$ cat config.mk
export PLATFORM = sky130hd
export DESIGN_NAME = cdb_responder
export DESIGN_NICKNAME = d
export VERILOG_FILES = /design/src/rtl/cdb_pkg.sv /design/src/rtl/cdb_rst_sync.sv /design/src/rtl/cdb_capture.sv /design/src/rtl/cdb_decode.sv /design/src/rtl/cdb_stream.sv /design/src/rtl/cdb_responder.sv
export SDC_FILE = /design/constraint.sdc
export NUM_CORES = 1
export LEC_CHECK = 0
export BUFFER_PORTS_ARGS = -buffer_cell sky130_fd_sc_hd__buf_2
export CAP_MARGIN = 20
export CORE_MARGIN = 1
export CORE_UTILIZATION = 61
export CTS_CLUSTER_DIAMETER = 30
export DETAILED_ROUTE_END_ITERATION = 8
export PLACE_DENSITY_LB_ADDON = 0.25
export SYNTH_ARGS = -nofsm -noshare
export SYNTH_HDL_FRONTEND = slang
export SYNTH_SLANG_ARGS = --single-unit
$ cat constraint.sdc
create_clock -name clk -period 9.07 [get_ports clk]
set_input_delay 1.3605 -clock clk [delete_from_list [all_inputs] [get_ports clk]]
set_output_delay 1.3605 -clock clk [all_outputs]
set_load 0.02 [all_outputs]
$ cat src/rtl/cdb_pkg.sv
package cdb_pkg;
  localparam int BLK_W  = 16;
  localparam int LBA_W  = 32;
  localparam int SIZE_W = BLK_W + 9;

  localparam logic [7:0] OP_TUR  = 8'h00;
  localparam logic [7:0] OP_INQ  = 8'h12;
  localparam logic [7:0] OP_MSNS = 8'h1A;
  localparam logic [7:0] OP_RCAP = 8'h25;
  localparam logic [7:0] OP_RD10 = 8'h28;
  localparam logic [7:0] OP_WR10 = 8'h2A;

  typedef enum logic [1:0] {
    PL_NONE = 2'd0,
    PL_INQ  = 2'd1,
    PL_CAP  = 2'd2
  } payload_e;

  typedef struct packed {
    logic              dir_in;
    logic [SIZE_W-1:0] size;
    logic [LBA_W-1:0]  lba;
    logic [BLK_W-1:0]  blocks;
    payload_e          pl;
  } rsp_t;
endpackage

$ cat src/rtl/cdb_rst_sync.sv
module cdb_rst_sync (
  input  logic clk,
  input  logic rst_n,
  output logic rst_n_sync
);
  logic [1:0] sync_q;

  always_ff @(posedge clk or negedge rst_n) begin
    if (!rst_n) sync_q <= 2'b00;
    else        sync_q <= {sync_q[0], 1'b1};
  end

  assign rst_n_sync = sync_q[1];
endmodule

$ cat src/rtl/cdb_capture.sv
module cdb_capture #(
  parameter int CDB_KEEP = 10
) (
  input  logic                     clk,
  input  logic                     rst_n,
  input  logic                     in_valid,
  input  logic                     in_ready,
  input  logic [7:0]               in_data,
  input  logic                     in_last,
  output logic [CDB_KEEP-1:0][7:0] cdb_nxt,
  output logic                     cdb_done
);
  localparam int IDX_W = $clog2(CDB_KEEP + 1);

  logic                     accept;
  logic [IDX_W-1:0]         idx_q, idx_d;
  logic [CDB_KEEP-1:0][7:0] byte_q;
  logic [CDB_KEEP-1:0]      byte_en;

  assign accept   = in_valid && in_ready;
  assign cdb_done = accept && in_last;

  // First byte of a block clears every stored byte; later bytes land at idx.
  for (genvar g = 0; g < CDB_KEEP; g++) begin : g_byte
    logic first_here, slot_here;
    assign first_here = (idx_q == '0);
    assign slot_here  = (idx_q == IDX_W'(g));
    assign byte_en[g] = accept && (first_here || slot_here);
    always_comb begin
      cdb_nxt[g] = byte_q[g];
      if (byte_en[g]) begin
        if (g == 0)          cdb_nxt[g] = in_data;
        else if (first_here) cdb_nxt[g] = 8'h00;
        else                 cdb_nxt[g] = in_data;
      end
    end
    always_ff @(posedge clk or negedge rst_n) begin
      if (!rst_n)          byte_q[g] <= 8'h00;
      else if (byte_en[g]) byte_q[g] <= cdb_nxt[g];
    end
  end

  always_comb begin
    idx_d = idx_q;
    if (accept) begin
      if (in_last)                      idx_d = '0;
      else if (idx_q != IDX_W'(CDB_KEEP)) idx_d = idx_q + 1'b1;
    end
  end

  always_ff @(posedge clk or negedge rst_n) begin
    if (!rst_n)      idx_q <= '0;
    else if (accept) idx_q <= idx_d;
  end

  // byte position never runs past the kept window
  a_r2_idx_bound: assert property (@(posedge clk) disable iff (!rst_n)
    idx_q <= IDX_W'(CDB_KEEP));
endmodule

$ cat src/rtl/cdb_decode.sv
module cdb_decode
  import cdb_pkg::*;
#(
  parameter int CDB_KEEP = 10
) (
  input  logic [CDB_KEEP-1:0][7:0] cdb,
  output rsp_t                     rsp
);
  logic [7:0] opcode;
  logic       unused_bytes;

  assign opcode       = cdb[1];
  assign unused_bytes = ^cdb;

  always_comb begin
    rsp        = '0;
    rsp.pl     = PL_NONE;
    case (opcode)
      OP_INQ: begin
        rsp.dir_in = 1'b1;
        rsp.size   = SIZE_W'(36);
        rsp.pl     = PL_INQ;
      end
      OP_RCAP: begin
        rsp.dir_in = 1'b1;
        rsp.size   = SIZE_W'(8);
        rsp.pl     = PL_CAP;
      end
      OP_RD10, OP_WR10: begin
        rsp.dir_in = (opcode == OP_RD10);
        rsp.lba    = {cdb[3], cdb[4], cdb[5], cdb[6]};
        rsp.blocks = {cdb[8], cdb[9]};
        rsp.size   = {cdb[8], cdb[9], 9'b0};
      end
      OP_TUR, OP_MSNS: ;
      default: ;
    endcase
  end
endmodule

$ cat src/rtl/cdb_stream.sv
module cdb_stream
  import cdb_pkg::*;
#(
  parameter int             SECT_W     = 40,
  parameter logic [63:0]    VENDOR_ID  = "GENERIC ",
  parameter logic [127:0]   PROD_DISK  = "VIRTUAL DISK    ",
  parameter logic [127:0]   PROD_CD    = "VIRTUAL OPTICAL "
) (
  input  logic              clk,
  input  logic              rst_n,
  input  logic              start,
  input  payload_e          kind,
  input  logic              dev_is_cdrom,
  input  logic [SECT_W-1:0] sector_count,
  output logic              dout_valid,
  input  logic              dout_ready,
  output logic [7:0]        dout_data,
  output logic              dout_last
);
  localparam logic [5:0] INQ_LEN = 6'd36;
  localparam logic [5:0] CAP_LEN = 6'd8;

  logic        act_q, act_d;
  logic [5:0]  idx_q, idx_d;
  logic [5:0]  len_q, len_d;
  payload_e    kind_q, kind_d;
  logic        cd_q, cd_d;
  logic [31:0] cap_q, cap_d;
  logic [31:0] cap_sat;
  logic        upd_en;
  logic [127:0] prod;
  logic [7:0]  byte_d;

  if (SECT_W > 32) begin : g_sat
    assign cap_sat = (|sector_count[SECT_W-1:32]) ? 32'hFFFF_FFFF : sector_count[31:0];
  end else begin : g_nosat
    assign cap_sat = 32'(sector_count);
  end

  assign upd_en = start || (act_q && dout_ready);

  always_comb begin
    act_d  = act_q;
    idx_d  = idx_q;
    len_d  = len_q;
    kind_d = kind_q;
    cd_d   = cd_q;
    cap_d  = cap_q;
    if (start) begin
      act_d  = 1'b1;
      idx_d  = 6'd0;
      len_d  = (kind == PL_INQ) ? INQ_LEN : CAP_LEN;
      kind_d = kind;
      cd_d   = dev_is_cdrom;
      cap_d  = cap_sat;
    end else if (act_q && dout_ready) begin
      if (idx_q == len_q - 6'd1) act_d = 1'b0;
      else                       idx_d = idx_q + 6'd1;
    end
  end

  always_ff @(posedge clk or negedge rst_n) begin
    if (!rst_n) begin
      act_q  <= 1'b0;
      idx_q  <= 6'd0;
      len_q  <= 6'd0;
      kind_q <= PL_NONE;
      cd_q   <= 1'b0;
      cap_q  <= 32'd0;
    end else if (upd_en) begin
      act_q  <= act_d;
      idx_q  <= idx_d;
      len_q  <= len_d;
      kind_q <= kind_d;
      cd_q   <= cd_d;
      cap_q  <= cap_d;
    end
  end

  assign prod = cd_q ? PROD_CD : PROD_DISK;

  always_comb begin
    int pos;
    pos    = int'(idx_q);
    byte_d = 8'h00;
    case (kind_q)
      PL_INQ: begin
        if (pos == 0)                   byte_d = cd_q ? 8'h05 : 8'h00;
        else if (pos == 2)              byte_d = 8'h01;
        else if (pos == 3)              byte_d = 8'h02;
        else if (pos >= 8 && pos < 16)  byte_d = VENDOR_ID[8*(15-pos) +: 8];
        else if (pos >= 16 && pos < 32) byte_d = prod[8*(31-pos) +: 8];
      end
      PL_CAP: begin
        if (pos < 4)       byte_d = cap_q[8*(3-pos) +: 8];
        else if (pos == 6) byte_d = 8'h02;
      end
      default: byte_d = 8'h00;
    endcase
  end

  assign dout_valid = act_q;
  assign dout_data  = byte_d;
  assign dout_last  = act_q && (idx_q == len_q - 6'd1);

  // stalled byte is held
  a_r9_hold: assert property (@(posedge clk) disable iff (!rst_n)
    dout_valid && !dout_ready |=> dout_valid && $stable(dout_data) && $stable(dout_last));
  // stream ends after the final byte is taken
  a_r9_end: assert property (@(posedge clk) disable iff (!rst_n)
    dout_valid && dout_ready && dout_last |=> !dout_valid);
  // position stays inside the reply
  a_r9_bound: assert property (@(posedge clk) disable iff (!rst_n)
    dout_valid |-> idx_q < len_q);
endmodule

$ cat src/rtl/cdb_responder.sv
module cdb_responder
  import cdb_pkg::*;
#(
  parameter int SECT_W   = 40,
  parameter int CDB_KEEP = 10
) (
  input  logic              clk,
  input  logic              rst_n,
  input  logic              in_valid,
  output logic              in_ready,
  input  logic [7:0]        in_data,
  input  logic              in_last,
  input  logic              dev_is_cdrom,
  input  logic [SECT_W-1:0] sector_count,
  output logic              rsp_valid,
  output logic              rsp_dir_in,
  output logic [24:0]       rsp_size,
  output logic [31:0]       rsp_lba,
  output logic [15:0]       rsp_blocks,
  output logic              dout_valid,
  input  logic              dout_ready,
  output logic [7:0]        dout_data,
  output logic              dout_last
);
  logic                     rst_n_i;
  logic [CDB_KEEP-1:0][7:0] cdb_nxt;
  logic                     cdb_done;
  rsp_t                     dec, rsp_q, rsp_d;
  logic                     rsp_valid_q;
  logic                     stream_start;
  logic                     unused_pl;

  cdb_rst_sync u_rst (
    .clk        (clk),
    .rst_n      (rst_n),
    .rst_n_sync (rst_n_i)
  );

  cdb_capture #(.CDB_KEEP(CDB_KEEP)) u_cap (
    .clk      (clk),
    .rst_n    (rst_n_i),
    .in_valid (in_valid),
    .in_ready (in_ready),
    .in_data  (in_data),
    .in_last  (in_last),
    .cdb_nxt  (cdb_nxt),
    .cdb_done (cdb_done)
  );

  cdb_decode #(.CDB_KEEP(CDB_KEEP)) u_dec (
    .cdb (cdb_nxt),
    .rsp (dec)
  );

  assign stream_start = cdb_done && (dec.pl != PL_NONE);

  cdb_stream #(.SECT_W(SECT_W)) u_str (
    .clk          (clk),
    .rst_n        (rst_n_i),
    .start        (stream_start),
    .kind         (dec.pl),
    .dev_is_cdrom (dev_is_cdrom),
    .sector_count (sector_count),
    .dout_valid   (dout_valid),
    .dout_ready   (dout_ready),
    .dout_data    (dout_data),
    .dout_last    (dout_last)
  );

  assign in_ready = !dout_valid;

  always_comb begin
    rsp_d = rsp_q;
    if (cdb_done) rsp_d = dec;
  end

  always_ff @(posedge clk or negedge rst_n_i) begin
    if (!rst_n_i) begin
      rsp_valid_q <= 1'b0;
      rsp_q       <= '0;
    end else begin
      rsp_valid_q <= cdb_done;
      if (cdb_done) rsp_q <= rsp_d;
    end
  end

  assign rsp_valid  = rsp_valid_q;
  assign rsp_dir_in = rsp_q.dir_in;
  assign rsp_size   = rsp_q.size;
  assign rsp_lba    = rsp_q.lba;
  assign rsp_blocks = rsp_q.blocks;
  assign unused_pl  = ^rsp_q.pl;

  // last accepted byte produces a descriptor next cycle
  a_r2_resp: assert property (@(posedge clk) disable iff (!rst_n_i)
    in_valid && in_ready && in_last |=> rsp_valid);
  // no descriptor follows a cycle where input was blocked
  a_r10_no_resp: assert property (@(posedge clk) disable iff (!rst_n_i)
    !in_ready |=> !rsp_valid);
  // inquiry descriptor arrives together with its first byte
  a_r11_together: assert property (@(posedge clk) disable iff (!rst_n_i)
    rsp_valid && rsp_dir_in && (rsp_size == 25'd36) |-> dout_valid);
endmodule

# Word-level counts from Yosys, hierarchy flattened
# Index checks and enable logic that the tools add are counted.
[totals]
register_bits = 185
wordCells = 120
input_bits = 54
output_inout_bits = 86
[op_classes]
shifts = 3
add_sub_neg = 6
magnitude_cmp = 5
n_reduce_logical = 35
eq_ne = 20
n_mux = 31
[op_table]
columns = ["cell", "count"]
rows = [
  ["$shiftx 128x32->8", 1],
  ["$mux 8", 14],
  ["$pmux 26 s3", 1],
  ["$shiftx 64x32->8 const A", 1],
  ["$mux 60", 1],
  ["$mux 48", 1],
  ["$mux 32", 1],
  ["$shiftx 32x32->8", 1],
  ["$eq 8x6->1 const B", 3],
  ["$mux 6", 4],
  ["$pmux 8 s2", 1],
  ["$logic_and 1x1->1", 14],
  ["$eq 4x3->1 const B", 3],
  ["$eq 6x3->1 const B", 2],
  ["$eq 4x4->1 const B", 2],
  ["$eq 8x5->1 const B", 1],
  ["$logic_or 1x1->1", 8],
  ["$mux 4", 2],
  ["$reduce_bool 2->1", 4],
  ["$reduce_or 8->1", 1],
  ["$sub 2x6->7 const A", 1],
  ["$sub 4x6->7 const A", 1],
  ["$sub 5x6->7 const A", 1],
  ["$add 6x1->6 const B", 1],
  ["other kinds (25)", 30],
]

# Longest topological paths before layout
# Gate-level depths: netlist of the first run.
[logic_depth]
ltp_word = 10
ltp_mapped = 11
mapped_depth_nobuf = 8

# By module
# Synthesis of the first run repeated with hierarchy kept, for this count alone.
[unflattened]
hier_cells = 868
hier_area_um2 = 10661.5
[by_module_without_submodules]
columns = ["mod", "seq_area_each_um2", "n_inst", "cells_per_inst", "area_each_um2"]
rows = [
  ["cdb_capture", 2102.0, 1, 376, 4425.5],
  ["cdb_responder", 1876.8, 1, 159, 2982.9],
  ["cdb_stream", 1101.1, 1, 240, 2588.7],
  ["cdb_decode", 0.0, 1, 90, 610.6],
  ["cdb_rst_sync", 50.0, 1, 3, 53.8],
]

# Least setup slack after synthesis of the first run
# OpenSTA, ideal clock, no wires.
[synth_timing]
path_type = "flip-flop to output port"
startpoint = "register u_str.idx_q[0]"
endpoint = "output dout_data[6]"
path_stages_with_launch = 9
n_path_buf = 1
t_required_ns = 7.709
arrival_time_ns = 2.402
setup_slack_ns = 5.307
path_cell_list = "dfrtp_1 > clkbuf_1 > clkinv_1 > ha_1 > o31ai_1 > nand2_1 > a2111oi_0 > a21oi_1 > nor2_1"
[synth_between]
elab_chain_cells = 8
elab_cells_between_ends = 23
cone_classes = "add/sub: 3; order compare: 5; eq/ne: 2; shift: 3; mux: 7; reduce/logical: 3"
[synth_lines]
columns = ["item", "line_no", "source"]
rows = [
  ["start: declaration", "cdb_stream.sv:24", "logic [5:0] idx_q, idx_d;"],
  ["start signal: assignment", "cdb_stream.sv:72", "idx_q <= idx_d;"],
  ["$sub 5x6->7, or another cell as far along", "cdb_stream.sv:92", "else if (pos >= 16 && pos < 32) byte_d = prod[8*(31-pos) +: 8];"],
  ["$shiftx 128x32->8 or $logic_and 1x1->1 (tied branches)", "cdb_stream.sv:92", ""],
  ["$mux 8", "cdb_stream.sv:92", ""],
  ["$mux 8", "cdb_stream.sv:91", "else if (pos >= 8 && pos < 16) byte_d = VENDOR_ID[8*(15-pos) +: 8];"],
  ["$mux 8", "cdb_stream.sv:90", "else if (pos == 3) byte_d = 8'h02;"],
  ["$mux 8", "cdb_stream.sv:89", "else if (pos == 2) byte_d = 8'h01;"],
  ["$mux 8", "cdb_stream.sv:88", "if (pos == 0) byte_d = cd_q ? 8'h05 : 8'h00;"],
  ["$pmux 8 s2 (*)", "cdb_stream.sv:86", "case (kind_q)"],
  ["end: declaration", "cdb_responder.sv:22", "output logic [7:0] dout_data,"],
]
# Mark *: on every way between the ends. The rest lies on a longest branch, timed or not.

# Worst setup path after layout of the first run
# Ends and elaborated chain as after synthesis.

==> reports/results.ini, run 1 <==
[outcome]
status = finished clean

[clock_network]
clkLatencyLatePin_ps = 430
numCtsBuffers = 17
htree_levels = 4
clock-sinks = 174
cts_buffer_depth = 2
cts_tree = yes
postCtsSetupRepairBufs = 0
clkSlewWorstSetupHoldPaths_ps = 70
cts.repair.resized = 0
cts_hold_buf = 0
cts_root_buf = clkbuf_16

[sta]
fin_crit_ps = 4850
finClkSkew_ps = 6.28
rsz0062_at_grt = no
report.final.slew_viol_count = 0
period_share_pct = 53.5
slew_headroom_pct = 32.0
worst_pin_slew_ps = 1020
fin_setup_tns_ps = 0
hold_violations = 0
fin_hold_ws_ps = 199
setup_ws_ps = 4220
fmax_mhz = 206
setup_violations = 0

[detailed_routing]
drt_iter0_drc = 455
num_vias = 6093
detail_route.wl_per_cell_um = 16.2
drtAntennaViolNets = 0
routed_wl_um = 18100
drcViolationCount = 0
dr.pass1.iters = 5
vias_per_cell = 5.44

[power_and_ir_drop]
switching_share_pct = 36.6
internal-power_mw = 1.61
peakVddDrop_mv = 0.173
pwr-share-comb_pct = 30.3
seq_power_share_pct = 41.5
p_per_area_mw_per_mm2 = 269
power_leakage_nw = 4.89
pwr-share-clk_pct = 28.1
p_sw_mw = 0.930
p_total_mw = 2.54

[run]
drv_cap = 0

[logic_synthesis]
ys_warn_count = 0
synthArstFlopShare_pct = 100
synth_area_per_cell_um2 = 9.91
synthesis.area_mm2 = 0.00815
syn-instance-count = 823
yosysSeqAreaShare_pct = 53.4
synth_seq_cells = 174
yosys.cell_types.count = 61
synth_flop_cell = dfrtp_1
synth_edf_count = 0

[die]
dieArea_mm2 = 0.0138
core_mm2 = 0.0128
fp.dieH_um = 118
fp-row-count = 41
boundaryPins = 140
die_w_um = 118
initial_core_util_pct = 63.6

[placed_design]
hpwl_um = 12200
io_buffer_count = 133
gp_congestion = 0.883
dp_cells = 1089
dp_slack_ps = 4640

[grt]
grt_pass1_wl_um = 30000
antenna_found_initial = 0
overflow = 0
grt_util_all_layers_pct = 27.4
grt_pass1_vias = 6036
grt_max_degree = 84

[setup_path]
startpoint_type = flop
critPathMaxFanout = 20
crit_required_ps = 7710
critPathArrivalTime_ps = 3490
criticalPathCategory = flop to output pin
setup.worst_path.end_class = output pin

[cells_and_area]
fin_cells = 1120
syn_to_final_growth_pct = 15.9
diodes = 0
drive_gt1_share_pct = 22.3
nets = 1006

[hold_path]
hold_path.class = flop to asynchronous set/reset pin

through the flow:
stage	instance area (um^2)	utilization (%)
6_report	9450	73.6
5_1_grt	9450	73.6
4_1_cts	9420	73.4
3_5_place_dp	8850	69.0
3_3_place_gp	8850	69.0
2_1_floorplan	8170	-
sequential cells by signal (all words and copies together), names as in the netlist:
signal	count
u_cap.byte_q	56
rsp_lba	32
u_str.cap_q	32
rsp_size	18
rsp_blocks	16
u_str.idx_q	6
u_cap.idx_q	4
u_rst.sync_q	2
u_str.kind_q	2
u_str.len_q	2
rsp_dir_in	1
rsp_valid	1
u_str.cd_q	1
u_str.dout_valid	1
layer usage:
metal	routed length (um)	up-vias	track usage, %	share of wire [%]
met5	0	-	0	0
li1	-	2908	-	-
met2	8660	201	43.4	48
met3	982	22	5.38	5.4
met4	277	0	9.46	1.5
met1	8200	2962	38.0	45
cells by family after synthesis:
group,count (synthesis),share of synthesized area [%]
buf+inv,112,5.95
flops,174,53.4
other cells,2,0.0921
xor+xnor,13,1.40
fa+ha+maj,15,2.30
mux,74,10.7
simple gates,312,17.6
compound gates,121,8.58
worst max-delay path: stages (launching register included):
cell,delay [ps]
dfrtp_1,930
clkinv_1,520
ha_1,400
o31ai_1,300
nand2_1,150
a2111oi_0,420
a21oi_1,80
nor2_1,100
buf_2,170
path summary, 6_finish.rpt:
path                                             from  slack [ps]  cells past startpoint                      endpoint
max                        u_str.idx_q[0]$_DFFE_PN0P_        4220                      8                  dout_data[6]
min                         u_rst.sync_q[1]$_DFF_PN0_         200                      0       rsp_lba[21]$_DFFE_PN0P_
max reg2reg                u_cap.idx_q[2]$_DFFE_PN0P_        5860                      7        u_str.cd_q$_DFFE_PN0P_
min reg2reg                 u_rst.sync_q[1]$_DFF_PN0_         200                      0       rsp_lba[21]$_DFFE_PN0P_
max in group asynchronous   u_rst.sync_q[1]$_DFF_PN0_        7730                      1  u_cap.byte_q[72]$_DFFE_PN0P_
min in group clk            u_rst.sync_q[0]$_DFF_PN0_         350                      0     u_rst.sync_q[1]$_DFF_PN0_
synth_stat cells, types with 5 or more instances:
library cell | number | area, um^2
xor2_1 | 8 | 70.1
nand2_1 | 148 | 556
xnor2_1 | 5 | 43.8
mux4_2 | 8 | 180
dfrtp_1 | 174 | 4350
nor2_1 | 70 | 263
nor3_1 | 6 | 30.0
inv_1 | 61 | 229
buf_6 | 5 | 56.3
nand3_1 | 10 | 50.1
a21oi_1 | 26 | 130
clkbuf_1 | 33 | 124
mux2_2 | 24 | 270
and2_1 | 9 | 56.3
mux2i_1 | 42 | 420
o21ai_0 | 66 | 330
ha_1 | 15 | 188
buf_4 | 7 | 52.6
nand2b_1 | 40 | 250
nor2b_1 | 5 | 31.3
cell type report:
class	count	area, um^2
multi-input cells	542	3340
clock inverters	11	134
well taps	172	215
flip-flops and latches	174	4360
clock buffers	19	433
repair buffers	139	731
inverters	63	236
fillers	976	3380
power groups by stage:
stage	logic, mW	clock network [mW]	registers, mW
after floorplan	0.616	0	1.00
after global placement	0.740	0	1.06
after detailed placement	0.755	0	1.06
after CTS	0.763	0.721	1.05
after global routing	0.855	0.745	1.07
final	0.770	0.714	1.05
layout by cell type, fill, tap and decap left out, drive strengths merged, types with 2 or more instances in the layout:
cell type,synthesis,layout
dfrtp,174,174
nand2,148,148
buf,16,139
nor2,70,70
o21ai,68,68
inv,61,66
mux2i,42,42
nand2b,40,40
a21oi,27,27
mux2,24,24
clkbuf,33,19
ha,15,15
nand3,10,10
and2,9,9
mux4,8,8
xor2,8,8
conb,2,7
nor3,7,7
nor2b,5,5
xnor2,5,5
o22ai,3,3
o211ai,3,3
nand4,3,3
nor4bb,3,3
nand3b,3,3
nor4,3,3
clkinvlp,0,3
clkinv,2,3
nor3b,2,2
o21a,2,2
a32oi,2,2
bufinv,0,2
or2,2,2
or4b,2,2
Power figures use the tool's default switching activity.
==> inputs of run 2 (changes only) <==
- CORE_UTILIZATION: 61 -> 56
- clock period: 9.07 -> 4.47 ns (I/O delays scaled with it)
==> reports/results.ini, run 2 (same netlist as run 1, synthesis figures left out) <==
[setup_path]
crit_start = u_str.idx_q[3]$_DFFE_PN0P_
critPathMaxFanout = 23
startpoint_type = flop
crit_family = simple AND/OR/NAND/NOR gates
max_stage_delay_ps = 650
critPathArrivalTime_ps = 3060
regToRegStartpoint = u_cap.idx_q[2]$_DFFE_PN0P_
slowest_stage = dfrtp_1
criticalPathCategory = flop to output pin
cp_num_buf_inv = 2
setup.worst_path.end_class = output pin
crit_required_ps = 3800
crit_path_cell_trace = inv_1, ha_1, nor3b_1, and3_1, a32oi_1, a21oi_1, buf_2

[clock_network]
cts_hold_buf = 1
numCtsBuffers = 17
cts.repair.resized = 0
clock-sinks = 174
clkSlewWorstSetupHoldPaths_ps = 70
clkLatencyLatePin_ps = 430
htree_levels = 4
cts_buffer_depth = 2
cts_root_buf = clkbuf_16
cts_tree = yes
postCtsSetupRepairBufs = 0

[die]
initial_core_util_pct = 58.1
die_w_um = 123
dieArea_mm2 = 0.0150
fp-row-count = 43
core_mm2 = 0.0140
boundaryPins = 140
fp.dieH_um = 123

[grt]
grt_pass1_wl_um = 29300
grt_max_degree = 162
overflow = 0
antenna_found_initial = 2
grt_pass1_vias = 5806
grt_use_met1_pct = 35.0
grt_busiest_layer = met2
gr-usage-met2_pct = 38.9
met3_usage_pct = 8.41
grt_util_all_layers_pct = 25.9

[power_and_ir_drop]
pwr-share-comb_pct = 30.8
seq_power_share_pct = 40.2
p_sw_mw = 1.91
p_total_mw = 5.19
p_per_area_mw_per_mm2 = 545
pwr-share-clk_pct = 29.0
switching_share_pct = 36.7
power_leakage_nw = 4.94
internal-power_mw = 3.29
peakVddDrop_mv = 0.299

[cells_and_area]
mostFrequentLayoutCells = dfrtp_1, nand2_1, buf_2
diodes = 0
mostFrequentLayoutCell = dfrtp_1
fill_cells = 1130
syn_to_final_growth_pct = 17.0
drive_gt1_share_pct = 22.7
finish.utilization_pct = 67.9
largest_reg_flops = 56
nets = 1008
fin_cells = 1132
largest-register = u_cap.byte_q

[placed_design]
io_buffer_count = 133
hpwl_um = 12300
dp_cells = 1098
gp_congestion = 0.888

[detailed_routing]
dr.pass1.iters = 5
num_vias = 6049
vias_per_cell = 5.34
drt_iter0_drc = 429
routed_wl_um = 18000
drcViolationCount = 0
drtAntennaViolNets = 0
detail_route.wl_per_cell_um = 15.9

[sta]
report.final.slew_viol_count = 0
rsz0062_at_grt = no
finClkSkew_ps = 8.38
fin_hold_ws_ps = 166
slew_headroom_pct = 37.7
fin_setup_tns_ps = 0
hold_violations = 0
period_share_pct = 83.5
fmax_mhz = 268
setup_violations = 0
worst_pin_slew_ps = 934
fin_crit_ps = 3730

[run]
drv_cap = 0

[hold_path]
hold_path.class = flop to asynchronous set/reset pin

[outcome]
status = finished clean

==> run 2: cell types whose count changed in the layout (fill, tap and decap cells not counted), moves of 2 or more <==
| cell | change |
|---|---|
| clkinvlp_4 | -3 |
| buf_12 | +2 |
| clkbuf_1 | -2 |
| clkinv_2 | +2 |
| clkinv_4 | +2 |
==> run 2: power groups by stage <==
stage | sequential [mW] | combinational (mW) | clock, mW
3_5_place_dp | 2.12 | 1.58 | 0
3_3_place_gp | 2.10 | 1.56 | 0
6_report | 2.09 | 1.60 | 1.51
4_1_cts | 2.09 | 1.60 | 1.53
2_1_floorplan | 2.03 | 1.25 | 0
5_1_grt | 2.13 | 1.79 | 1.59
==> run 2: metal layers <==
metal	share of wire (%)	up-vias
met5	0.11	-
met3	6.7	31
li1	-	2923
met4	2.1	4
met1	45	2896
met2	46	195
==> run 2: area by class of cell <==
class	instances	area [um^2]	area share, %
multi-input combinational	542	3350	35.1
inverter	63	236	2.48
sequential	174	4360	45.7
tap	180	225	2.36
clock buffer	17	425	4.46
timing repair buffer	141	773	8.11
clock inverter	15	175	1.84
==> run 2: final timing paths <==
| kind | end | slack, ps | cells past startpoint |
|---|---|---|---|
| setup reg to reg | u_str.cap_q[7]$_DFFE_PN0P_ | 1330 | 7 |
| max in group asynchronous | u_str.idx_q[2]$_DFFE_PN0P_ | 3170 | 1 |
| hold reg to reg | u_str.cap_q[15]$_DFFE_PN0P_ | 170 | 0 |
| setup / recovery | dout_data[2] | 740 | 7 |
| min in group clk | u_rst.sync_q[1]$_DFF_PN0_ | 340 | 0 |
| hold / removal | u_str.cap_q[15]$_DFFE_PN0P_ | 170 | 0 |
==> run 2: metrics by stage <==
stage	setup WS (ps)	instance area [um^2]
2_1_floorplan	1400	8170
3_3_place_gp	1210	8900
3_5_place_dp	1160	8900
4_1_cts	726	9510
5_1_grt	415	9540
6_report	736	9540
